## config.mk

```make
export PLATFORM = sky130hd
export DESIGN_NAME = lcd_scan
export DESIGN_NICKNAME = d
export VERILOG_FILES = /design/src/rtl/lcd_scan_pkg.sv /design/src/rtl/lcd_scan_ctrl.sv /design/src/rtl/lcd_scan_dp.sv /design/src/rtl/lcd_scan.sv
export SDC_FILE = /design/constraint.sdc
export NUM_CORES = 1
export LEC_CHECK = 0
export BUFFER_PORTS_ARGS = -buffer_cell sky130_fd_sc_hd__buf_2
export CAP_MARGIN = 15
export CORE_MARGIN = 8
export CORE_UTILIZATION = 40
export CTS_BUF_LIST = sky130_fd_sc_hd__clkbuf_16
export DETAILED_ROUTE_END_ITERATION = 8
export PLACE_DENSITY = 0.69
export SYNTH_ARGS = -nofsm -noshare
export SYNTH_HDL_FRONTEND = slang
export SYNTH_SLANG_ARGS = --single-unit
```

## constraint.sdc

```tcl
create_clock -name clk -period 2.7 [get_ports clk]
set_input_delay 0 -clock clk [delete_from_list [all_inputs] [get_ports clk]]
set_output_delay 0 -clock clk [all_outputs]
set_load 0.005 [all_outputs]
```

## src/rtl/lcd_scan_pkg.sv

```systemverilog
package lcd_scan_pkg;
  localparam int NUM_COM = 4;
  localparam int NUM_SEG = 32;
  localparam int COM_W   = $clog2(NUM_COM);
  localparam int SEG_W   = $clog2(NUM_SEG);
  localparam int LVL_W   = 2;

  typedef logic [LVL_W-1:0] lvl_t;

  typedef struct packed {
    logic             clear;
    logic             capture;
    logic [SEG_W-1:0] capIdx;
    logic             load;
    logic [COM_W-1:0] comIdx;
    logic             pol;
  } scan_strb_t;

  // number of active commons for a configuration code
  function automatic logic [COM_W:0] activeComs(input logic [1:0] sel);
    case (sel)
      2'b00:   activeComs = (COM_W+1)'(2);
      2'b01:   activeComs = (COM_W+1)'(3);
      default: activeComs = (COM_W+1)'(4);
    endcase
  endfunction

  function automatic lvl_t selLvl(input logic neg);
    selLvl = neg ? lvl_t'(0) : lvl_t'(3);
  endfunction

  function automatic lvl_t unselLvl(input logic neg, input logic third);
    if (!third) unselLvl = lvl_t'(1);
    else        unselLvl = neg ? lvl_t'(2) : lvl_t'(1);
  endfunction

  function automatic lvl_t onLvl(input logic neg);
    onLvl = neg ? lvl_t'(3) : lvl_t'(0);
  endfunction

  function automatic lvl_t offLvl(input logic neg, input logic third);
    if (!third) offLvl = lvl_t'(1);
    else        offLvl = neg ? lvl_t'(1) : lvl_t'(2);
  endfunction
endpackage

```

## src/rtl/lcd_scan_ctrl.sv

```systemverilog
module lcd_scan_ctrl
  import lcd_scan_pkg::*;
#(
  parameter int TICK_DIV = 128,
  parameter int ADDR_W   = 6
) (
  input  logic              clk,
  input  logic              rst_n,
  input  logic              sysEn,
  input  logic              lcdOn,
  input  logic [1:0]        comSel,
  output logic              ramRdEn,
  output logic [ADDR_W-1:0] ramAddr,
  output scan_strb_t        strb
);
  localparam int DIV_W = $clog2(TICK_DIV);
  localparam logic [DIV_W-1:0] LAST_CNT = DIV_W'(TICK_DIV - 1);
  localparam logic [DIV_W-1:0] SEG_CNT  = DIV_W'(NUM_SEG);
  localparam logic [DIV_W-1:0] LOAD_CNT = DIV_W'(NUM_SEG + 1);

  logic             scanEn;
  logic [DIV_W-1:0] divCnt;
  logic [COM_W-1:0] comIdx;
  logic             pol;
  logic [COM_W:0]   nAct;
  logic             atWrap;
  logic             lastCom;

  assign scanEn  = sysEn && lcdOn;
  assign nAct    = activeComs(comSel);
  assign atWrap  = (divCnt == LAST_CNT);
  assign lastCom = (({1'b0, comIdx} + (COM_W+1)'(1)) >= nAct);

  always_ff @(posedge clk or negedge rst_n) begin
    if (!rst_n) begin
      divCnt <= '0;
      comIdx <= '0;
      pol    <= 1'b0;
    end else if (!scanEn) begin
      divCnt <= '0;
      comIdx <= '0;
      pol    <= 1'b0;
    end else if (atWrap) begin
      divCnt <= '0;
      comIdx <= lastCom ? '0 : comIdx + COM_W'(1);
      pol    <= ~pol;
    end else begin
      divCnt <= divCnt + DIV_W'(1);
    end
  end

  assign ramRdEn = scanEn && (divCnt < SEG_CNT);
  assign ramAddr = ADDR_W'(divCnt);

  always_comb begin
    strb         = '0;
    strb.clear   = !scanEn;
    strb.capture = scanEn && (divCnt != '0) && (divCnt <= SEG_CNT);
    strb.capIdx  = SEG_W'(divCnt - DIV_W'(1));
    strb.load    = scanEn && (divCnt == LOAD_CNT);
    strb.comIdx  = comIdx;
    strb.pol     = pol;
  end

  // reads stay inside the segment range
  a_r9_addr_range: assert property (@(posedge clk) disable iff (!rst_n)
    ramRdEn |-> (ramAddr < ADDR_W'(NUM_SEG)));

  // polarity flips at each step boundary
  a_r5_pol_flip: assert property (@(posedge clk) disable iff (!rst_n)
    (scanEn && atWrap) |=> (pol != $past(pol)));

  // common index wraps after the last active common
  a_r6_com_wrap: assert property (@(posedge clk) disable iff (!rst_n)
    (scanEn && atWrap && lastCom) |=> (comIdx == '0));

  // a blanked scan issues no reads
  a_r8_no_read_off: assert property (@(posedge clk) disable iff (!rst_n)
    !scanEn |-> !ramRdEn);
endmodule

```

## src/rtl/lcd_scan_dp.sv

```systemverilog
module lcd_scan_dp
  import lcd_scan_pkg::*;
(
  input  logic                     clk,
  input  logic                     rst_n,
  input  scan_strb_t               strb,
  input  logic                     biasThird,
  input  logic [NUM_COM-1:0]       ramData,
  output logic [NUM_COM*LVL_W-1:0] comLvl,
  output logic [NUM_SEG*LVL_W-1:0] segLvl
);
  logic [NUM_SEG-1:0]       shadow;
  logic [NUM_COM*LVL_W-1:0] comNext;
  logic [NUM_SEG*LVL_W-1:0] segNext;
  logic                     shown;
  logic [NUM_COM-1:0]       comExtreme;
  logic [NUM_SEG-1:0]       segMid2;
  logic [NUM_COM-1:0]       comMid2;

  always_ff @(posedge clk or negedge rst_n) begin
    if (!rst_n)            shadow <= '0;
    else if (strb.capture) shadow[strb.capIdx] <= ramData[strb.comIdx];
  end

  for (genvar c = 0; c < NUM_COM; c++) begin : g_com
    assign comNext[c*LVL_W +: LVL_W] = (strb.comIdx == COM_W'(c))
                                       ? selLvl(strb.pol)
                                       : unselLvl(strb.pol, biasThird);
    assign comExtreme[c] = (comLvl[c*LVL_W +: LVL_W] == 2'd0)
                        || (comLvl[c*LVL_W +: LVL_W] == 2'd3);
    assign comMid2[c]    = (comLvl[c*LVL_W +: LVL_W] == 2'd2);
  end

  for (genvar s = 0; s < NUM_SEG; s++) begin : g_seg
    assign segNext[s*LVL_W +: LVL_W] = shadow[s] ? onLvl(strb.pol)
                                                 : offLvl(strb.pol, biasThird);
    assign segMid2[s] = (segLvl[s*LVL_W +: LVL_W] == 2'd2);
  end

  always_ff @(posedge clk or negedge rst_n) begin
    if (!rst_n) begin
      comLvl <= '0;
      segLvl <= '0;
      shown  <= 1'b0;
    end else if (strb.clear) begin
      comLvl <= '0;
      segLvl <= '0;
      shown  <= 1'b0;
    end else if (strb.load) begin
      comLvl <= comNext;
      segLvl <= segNext;
      shown  <= 1'b1;
    end
  end

  // blanking zeroes every output one clock later
  a_r8_blank_zero: assert property (@(posedge clk) disable iff (!rst_n)
    strb.clear |=> (comLvl == '0) && (segLvl == '0));

  // exactly one common sits at an extreme level while shown
  a_r2_one_selected: assert property (@(posedge clk) disable iff (!rst_n)
    shown |-> $onehot(comExtreme));

  // a half-bias refresh never produces code 2
  a_r4_no_code2: assert property (@(posedge clk) disable iff (!rst_n)
    (strb.load && !biasThird) |=> ((segMid2 == '0) && (comMid2 == '0)));
endmodule

```

## src/rtl/lcd_scan.sv

```systemverilog
module lcd_scan
  import lcd_scan_pkg::*;
#(
  parameter int TICK_DIV = 128,
  parameter int ADDR_W   = 6
) (
  input  logic                     clk,
  input  logic                     rst_n,
  input  logic                     sysEn,
  input  logic                     lcdOn,
  input  logic [1:0]               comSel,
  input  logic                     biasThird,
  output logic                     ramRdEn,
  output logic [ADDR_W-1:0]        ramAddr,
  input  logic [NUM_COM-1:0]       ramData,
  output logic [NUM_COM*LVL_W-1:0] comLvl,
  output logic [NUM_SEG*LVL_W-1:0] segLvl
);
  scan_strb_t strb;

  lcd_scan_ctrl #(.TICK_DIV(TICK_DIV), .ADDR_W(ADDR_W)) u_ctrl (
    .clk(clk), .rst_n(rst_n), .sysEn(sysEn), .lcdOn(lcdOn),
    .comSel(comSel), .ramRdEn(ramRdEn), .ramAddr(ramAddr), .strb(strb)
  );

  lcd_scan_dp u_dp (
    .clk(clk), .rst_n(rst_n), .strb(strb), .biasThird(biasThird),
    .ramData(ramData), .comLvl(comLvl), .segLvl(segLvl)
  );
endmodule

```

==> out/metrics.yaml, run 1 <==
status: "complete, no violations"
grt_pass1_vias: 4582
clk_latency_ns: 0.42
drive_gt1_frac: 0.2457
peakVddDrop_uv: 343.8
drc: 0
period_needed_ns: 2.497
first_pass_iters: 4
worstMarginPinSlew_ns: 0.8308
whs_ns: 0.1036
die-area_mm2: 0.01811
holdBufCountCts: 4
vias: 4592
maxSlewHeadroom: 0.4461
rows: 43
yosysSeqAreaShare: 0.5071
synth_edf_count: 0
min_period_over_period: 0.9248
synth_area_mm2: 0.005625
syn-num-nets: 632
drv_slew: 0
cp_data_required_time_ns: 3.00
post_cts_resized: 0
io-pin-count: 90
p_per_area_mw_per_mm2: 662.5
antenna_cells: 0
cts.path.max_buffers: 2
worstPathArrival_ns: 2.79
worst_setup_path_start_kind: "flip-flop"
antenna_found_initial: 0
power.share.clock: 0.570
netlist.area_leader.share: 0.5071
final_nets: 702
root_buffer: "clkbuf_16"
combPwrFrac: 0.045
finalSetupTns_ns: 0
ys_seq_elements: 114
htreeDepth: 4
async_reset_ff_frac: 1.000
end_kind: "flip-flop"
post-cts-setup-buffers: 0
p_leak_nw: 3.226
syn_inst: 609
cts_made_buffers: 17
fmax_ghz: 0.4005
grt_max_degree: 80
synth_top_cells_by_area: "dfrtp_1 (51%), nor2_1 (11%), nor3_1 (9.8%)"
p_seq_frac: 0.385
globalRoute.totalOverflow: 0
synth_cell_types: 45
worstHoldPathType: "in -> reg"
cap_viol_max_count: 0
dieHeight_um: 134.6
grt_usage: 0.1586
numPortBuffers: 89
grt_pass1_wl_um: 23400
synth_common_cells: "nor2_1 (162), dfrtp_1 (114), nor3_1 (110)"
syn_to_final_growth_pct: 22.64
synth_ff_type: "dfrtp_1"
syn_area_per_cell_um2: 9.237
ant_nets: 0
p_int_mw: 3.618
crit_fanout: 9
core-area_mm2: 0.01383
die_w_um: 134.6
path_class: "reg -> reg"
p_sw_frac: 0.2083
clk_pin_slew_ns: 0.05
finalHoldViolations: 0
cts.sinks: 114
dp_hpwl_um: 9512
avgViaCountPerCell: 5.266
rsz0062_at_grt: "false"
fin_util: 0.4990
drt_iter0_drc: 353
power.total_mw: 4.570
synth_most_common_cell: "nor2_1"
clock_skew_ns: 0.01107
ys_warn_count: 0
wl_per_cell_um: 15.90
power.switching_mw: 0.9519
gp_congestion: 0.8842
start_util: 0.4068
cts_tree: "done"
yosys.area.top_type: "dfrtp_1"
setup_violations: 0
drt_wl_total_um: 13870
## kinds of logic (layout without fill, tap and decap cells)
| logic type | count (synthesis) | count (layout) | synth area share |
|---|---|---|---|
| simple gates | 323 | 323 | 0.2580 |
| fa+ha+maj | 12 | 12 | 0.02669 |
| compound gates | 56 | 56 | 0.07407 |
| mux | 37 | 37 | 0.07518 |
| xor+xnor | 7 | 7 | 0.01090 |
| buf+inv | 60 | 143 | 0.04804 |
| flops | 114 | 114 | 0.5071 |
## power by group through the flow
| stage | logic (mW) | clock network [mW] | registers, mW |
|---|---|---|---|
| finish | 0.206 | 2.61 | 1.76 |
| global placement | 0.195 | 0 | 1.79 |
| floorplan | 0.124 | 0 | 1.78 |
| detailed placement | 0.201 | 0 | 1.79 |
| CTS | 0.208 | 2.65 | 1.76 |
| global route | 0.233 | 2.72 | 1.76 |
## worst max-delay path, cell delays in order, from the launching register on
cell and delay (ns):
dfrtp_1 0.46, inv_1 0.16, ha_1 0.28, nor4b_4 0.31, xnor2_1 0.31, nand3_1 0.24, nor3_1 0.26, mux2_2 0.37
## path summary, 6_finish.rpt
check,endpoint,startpoint,slack [ns],depth (start not counted)
max in group asynchronous,u_dp.segLvl[44],rst_n,1.82,3
min in group asynchronous,u_dp.segLvl[20],rst_n,0.15,2
min,u_ctrl.comIdx[1],comSel[1],0.10,5
min reg2reg,u_dp.shadow[18],u_dp.shadow[18],0.55,1
max reg2reg,u_dp.shadow[2],u_ctrl.divCnt[1],0.20,7
max,u_dp.shadow[2],u_ctrl.divCnt[1],0.20,7
## cells in the final DEF (no fill, tap or decap), drive strengths merged, types with 3 or more instances in the layout
cell type    instances
a211oi              32
a21oi                3
and3                 6
buf                101
bufinv               7
clkbuf              17
clkinv               5
dfrtp              114
dlygate4sd3          4
ha                  12
inv                  8
mux2                32
mux2i                4
nand2               14
nand3               15
nor2               163
nor2b                5
nor3               110
o211ai               4
o21ai                7
xnor2                4
xor2                 3
## cell type report
cell class / instances / area [um^2]
well taps: 180 / 225.2
fillers: 1283 / 6928
repair buffers: 105 / 603.1
clock inverters: 15 / 262.8
inverters: 6 / 22.52
multi-input cells: 435 / 2506
flip-flops and latches: 114 / 2854
clock buffers: 17 / 425.4
## sequential cells by signal, summed over array words and instances, names as in the netlist
name           cells
u_dp.segLvl       64
u_dp.shadow       32
u_dp.comLvl        8
u_ctrl.divCnt      7
u_ctrl.comIdx      2
u_ctrl.pol         1
## metrics by stage
| stage | cell area (um^2) | cells | setup slack, ns |
|---|---|---|---|
| 2_1_floorplan | 5625 | 609 | 0.5101 |
| 3_3_place_gp | 6171 | 836 | 0.3830 |
| 3_5_place_dp | 6171 | 836 | 0.2322 |
| 4_1_cts | 6899 | 872 | 0.2201 |
| 5_1_grt | 6899 | 872 | 0.008109 |
| 6_report | 6899 | 872 | 0.2030 |
## routing by layer
| layer | GRT usage | vias to the layer above | share of wire |
|---|---|---|---|
| li1 | - | 2224 | - |
| met1 | 0.2071 | 2239 | 0.46 |
| met2 | 0.2434 | 112 | 0.47 |
| met3 | 0.04681 | 17 | 0.054 |
| met4 | 0.05989 | 0 | 0.015 |
| met5 | 0 | - | 0 |
Note: power is estimated with default switching activity, not from simulation.
==> run 2: changes to the inputs <==
- BUFFER_PORTS_ARGS: -buffer_cell sky130_fd_sc_hd__buf_2 -> default
- DONT_BUFFER_PORTS: default -> 1
- PLACE_DENSITY: 0.69 -> 0.63
==> out/metrics.yaml, run 2 (synthesis results as in run 1) <==
clk_latency_ns: 0.40
drt-met1-wl_um: 6328
vias: 4233
min_period_over_period: 0.8787
p_leak_nw: 2.737
p_per_area_mw_per_mm2: 675.6
post_cts_resized: 0
die_w_um: 134.6
multiInputGateArea_mm2: 0.002506
worst_setup_path_start_kind: "flip-flop"
drv_slew: 0
clock_skew_ns: 0.007019
reg2reg_slack_ns: 0.33
cts.sinks: 114
start_util: 0.4068
cts.path.max_buffers: 2
numPortBuffers: 0
drc: 0
clk_pin_slew_ns: 0.05
min-delay-start: "comSel[1]"
worstMarginPinSlew_ns: 0.8368
io-pin-count: 90
maxSlewHeadroom: 0.4421
wl_met2_um: 5978
crit_fanout: 8
highest_layer: "met4"
n_fill_cell: 1276
antenna_cells: 0
power.total_mw: 4.331
finalSetupTns_ns: 0
status: "complete, no violations"
root_buffer: "clkbuf_16"
grt_usage: 0.1554
finalHoldViolations: 0
cp_data_required_time_ns: 2.99
final_cell_mix: "nor2_1 (162), dfrtp_1 (113), nor3_1 (110), a211oi_1 (32), mux2_2 (26)"
htreeDepth: 4
path_class: "reg -> reg"
period_needed_ns: 2.372
die-area_mm2: 0.01811
top_regs: "u_dp.segLvl (64), u_dp.shadow (32), u_dp.comLvl (8)"
antenna_found_initial: 0
worstPathArrival_ns: 2.66
whs_path_depth: 4
worstHoldPathType: "in -> reg"
final_nets: 615
cts_tree: "done"
mostFrequentLayoutCell: "nor2_1"
peakVddDrop_uv: 401.8
core-area_mm2: 0.01383
rsz0062_at_grt: "false"
setup_violations: 0
drt_wl_total_um: 13560
cts_made_buffers: 17
regMostFlops: "u_dp.segLvl"
dp_hpwl_um: 8869
globalRoute.totalOverflow: 0
syn_to_final_growth_pct: 13.97
gp_congestion: 0.8566
cap_viol_max_count: 0
r2r_end: "u_dp.shadow[1]"
grt_max_degree: 115
ant_nets: 0
grt_pass1_vias: 4089
routed-wl-met3_um: 1011
avgViaCountPerCell: 5.392
dieHeight_um: 134.6
regArea_mm2: 0.002854
drive_gt1_frac: 0.1289
rows: 43
fmax_ghz: 0.4215
wl_per_cell_um: 17.28
grt_pass1_wl_um: 22400
reg2reg_depth: 7
first_pass_iters: 4
end_kind: "flip-flop"
largest_reg_flops: 64
r2r-start: "u_ctrl.divCnt[1]"
drt_iter0_drc: 195
hold_end: "u_ctrl.comIdx[0]"
run 2: critical path: stages, from the launching register on:
cell and delay [ns]:
dfrtp_1 0.38, inv_1 0.12, ha_1 0.30, nor4b_4 0.30
xnor2_1 0.30, nand3_1 0.24, nor3_1 0.25, mux2_2 0.36
run 2: worst max-delay path by stage:
| stage | from | to | slack (ns) | cells past startpoint |
|---|---|---|---|---|
| 3_5_place_dp | u_ctrl.divCnt[1] | u_dp.shadow[1] | 0.36 | 7 |
| 6_report | u_ctrl.divCnt[1] | u_dp.shadow[1] | 0.33 | 7 |
| 2_1_floorplan | u_ctrl.divCnt[0] | u_dp.shadow[0] | 0.51 | 7 |
| 5_1_grt | u_ctrl.divCnt[1] | u_dp.shadow[1] | 0.13 | 7 |
| 3_3_place_gp | u_ctrl.divCnt[1] | u_dp.shadow[29] | 0.46 | 7 |
| 4_1_cts | u_ctrl.divCnt[1] | u_dp.shadow[1] | 0.35 | 7 |
run 2: report_power, final:
| group | leakage [nW] | internal [mW] | switching (mW) |
|---|---|---|---|
| Sequential | 1.59 | 1.73 | 0.0305 |
| Combinational | 0.836 | 0.0660 | 0.133 |
| Clock | 0.315 | 1.61 | 0.758 |
run 2: what timing repair did:
action | in CTS | in global routing
hold buffers | 7 | 0
endpoints found under the hold margin | 159 | 0
setup buffers | 0 | 0
run 2: cell type report:
class / instances / area share
repair buffers: 18 / 0.02810
clock buffers: 17 / 0.06635
inverters: 6 / 0.003513
well taps: 180 / 0.03513
flip-flops and latches: 114 / 0.4452
clock inverters: 15 / 0.03084
multi-input cells: 435 / 0.3909
run 2: stage by stage:
stage          instance area (um^2)  utilization  worst slack (ns)  hold WS (ns)  std cells
2_1_floorplan                  5625            -            0.5101       -0.2956        609
3_3_place_gp                   5690       0.4115            0.4645       -0.2917        746
3_5_place_dp                   5690       0.4115            0.3603       -0.2913        746
4_1_cts                        6411       0.4637            0.3452       0.02845        785
5_1_grt                        6411       0.4637            0.1344        0.1002        785
6_report                       6411       0.4637            0.3275       0.04554        785
run 2: per-layer routing:
| layer | vias to the layer above | track usage |
|---|---|---|
| li1 | 2064 | - |
| met1 | 2049 | 0.2042 |
| met2 | 105 | 0.2259 |
| met3 | 15 | 0.05498 |
| met4 | 0 | 0.06737 |
| met5 | - | 0 |
==> run 3: changes to the inputs <==
- CAP_MARGIN: 15 -> 20
- CTS_BUF_LIST: sky130_fd_sc_hd__clkbuf_16 -> sky130_fd_sc_hd__clkbuf_8
==> out/metrics.yaml, run 3 (synthesis results as in run 1) <==
highest_layer: "met4"
cp-startpoint: "u_ctrl.divCnt[1]"
syn_to_final_growth_pct: 11.10
vias: 4240
globalRoute.totalOverflow: 0
antenna_found_initial: 0
p_leak_nw: 2.667
p_int_mw: 2.957
multiInputGateArea_mm2: 0.002506
finalSetupTns_ns: 0
grt_pass1_wl_um: 22430
wl_met2_um: 6151
min_period_over_period: 0.8840
io-pin-count: 90
htreeDepth: 4
worstMarginPinSlew_ns: 0.8355
drc: 0
mostFrequentLayoutCell: "nor2_1"
post_cts_resized: 0
avgViaCountPerCell: 5.401
whs_ns: 0.02308
worst_setup_path_start_kind: "flip-flop"
worstPathArrival_ns: 2.71
end_kind: "flip-flop"
antenna_cells: 0
root_buffer: "clkbuf_8"
grt_usage: 0.1559
wl_per_cell_um: 17.26
die_w_um: 134.6
status: "complete, no violations"
n_fill_cell: 1294
first_pass_iters: 4
drt_wl_total_um: 13550
regArea_mm2: 0.002854
cts.sinks: 114
period_needed_ns: 2.387
peakVddDrop_uv: 240.5
holdBufCountCts: 7
cts_tree: "done"
reg2reg_depth: 7
clock_skew_ns: 0.008989
crit_chain: "inv_1, ha_1, nor4b_4, xnor2_1, nand3_1, nor3_1, mux2_2"
ant_nets: 0
post-cts-setup-buffers: 0
p_seq_frac: 0.462
crit_slowest_cell: "dfrtp_1"
path_class: "reg -> reg"
grt_pass1_vias: 4124
gp_congestion: 0.8566
regMostFlops: "u_dp.segLvl"
cp_data_required_time_ns: 3.02
cap_viol_max_count: 0
power.share.clock: 0.486
maxSlewHeadroom: 0.4430
power.switching_mw: 0.8502
drv_slew: 0
cts.path.max_buffers: 2
core-area_mm2: 0.01383
numPortBuffers: 0
final_cell_mix: "nor2_1 (162), dfrtp_1 (113), nor3_1 (110), a211oi_1 (32), mux2_2 (26)"
fmax_ghz: 0.4189
finalHoldViolations: 0
dieHeight_um: 134.6
r2r-start: "u_ctrl.divCnt[1]"
p_per_area_mw_per_mm2: 609.1
die-area_mm2: 0.01811
final_nets: 615
crit_fanout: 8
clk_latency_ns: 0.43
drt-met1-wl_um: 6262
cts_made_buffers: 17
p_sw_frac: 0.2233
largest_reg_flops: 64
start_util: 0.4068
whs_path_depth: 4
r2r_end: "u_dp.shadow[0]"
top_regs: "u_dp.segLvl (64), u_dp.shadow (32), u_dp.comLvl (8)"
cp-endpoint: "u_dp.shadow[0]"
rows: 43
drt_iter0_drc: 210
worstHoldPathType: "in -> reg"
setup_violations: 0
path_buf_inv: 1
slowest_delay_ns: 0.38
combPwrFrac: 0.052
routed-wl-met3_um: 954
reg2reg_slack_ns: 0.31
crit_family: "simple AND/OR/NAND/NOR gates"
cp.depth: 7
clk_pin_slew_ns: 0.07
dp_hpwl_um: 8869
grt_max_degree: 115
drive_gt1_frac: 0.1339
rsz0062_at_grt: "false"
run 3: layout make-up:
class,instances,area share
Sequential cell,114,0.4567
Multi-Input combinational cell,435,0.4010
Clock buffer,20,0.04404
Tap cell,180,0.03604
Clock inverter,12,0.02983
Timing Repair Buffer,18,0.02883
Inverter,6,0.003604
run 3: worst min-delay path, delay by kind of cell:
| kind | cells | cell delay, ns |
|---|---|---|
| and+or+nand+nor | 1 | 0.04 |
| buffers and inverters | 1 | 0.18 |
| AOI/OAI and AO/OA | 2 | 0.19 |
run 3: through the flow:
step           setup slack (ns)    util  instance area (um^2)  power, mW  instances
2_1_floorplan            0.5101       -                  5625      1.903        609
3_3_place_gp             0.4645  0.4115                  5690      1.932        746
3_5_place_dp             0.3603  0.4115                  5690      1.936        746
4_1_cts                  0.3436  0.4520                  6250      3.864        785
5_1_grt                  0.1306  0.4520                  6250      3.967        785
6_report                 0.3131  0.4520                  6250      3.807        785
run 3: per-layer routing:
| metal | global-route usage | up-vias |
|---|---|---|
| li1 | - | 2058 |
| met1 | 0.2037 | 2065 |
| met2 | 0.2265 | 107 |
| met3 | 0.06166 | 10 |
| met4 | 0.05989 | 0 |
| met5 | 0 | - |
run 3: how the worst min path moves through the flow:
stage	startpoint	endpoint	slack, ns
final	biasThird	u_dp.comLvl[6]	0.02
after global routing	biasThird	u_dp.comLvl[0]	0.05
after CTS	biasThird	u_dp.comLvl[6]	0.005
after detailed placement	rst_n	u_dp.segLvl[16]	-0.29
after global placement	rst_n	u_dp.segLvl[22]	-0.29
after floorplan	rst_n	u_ctrl.comIdx[0]	-0.30
run 3: power by group through the flow:
stage / sequential [mW] / combinational [mW] / clock, mW
global route: 1.76 / 0.227 / 1.98
floorplan: 1.78 / 0.124 / 0
finish: 1.76 / 0.198 / 1.85
CTS: 1.76 / 0.202 / 1.90
detailed placement: 1.79 / 0.144 / 0
global placement: 1.79 / 0.141 / 0
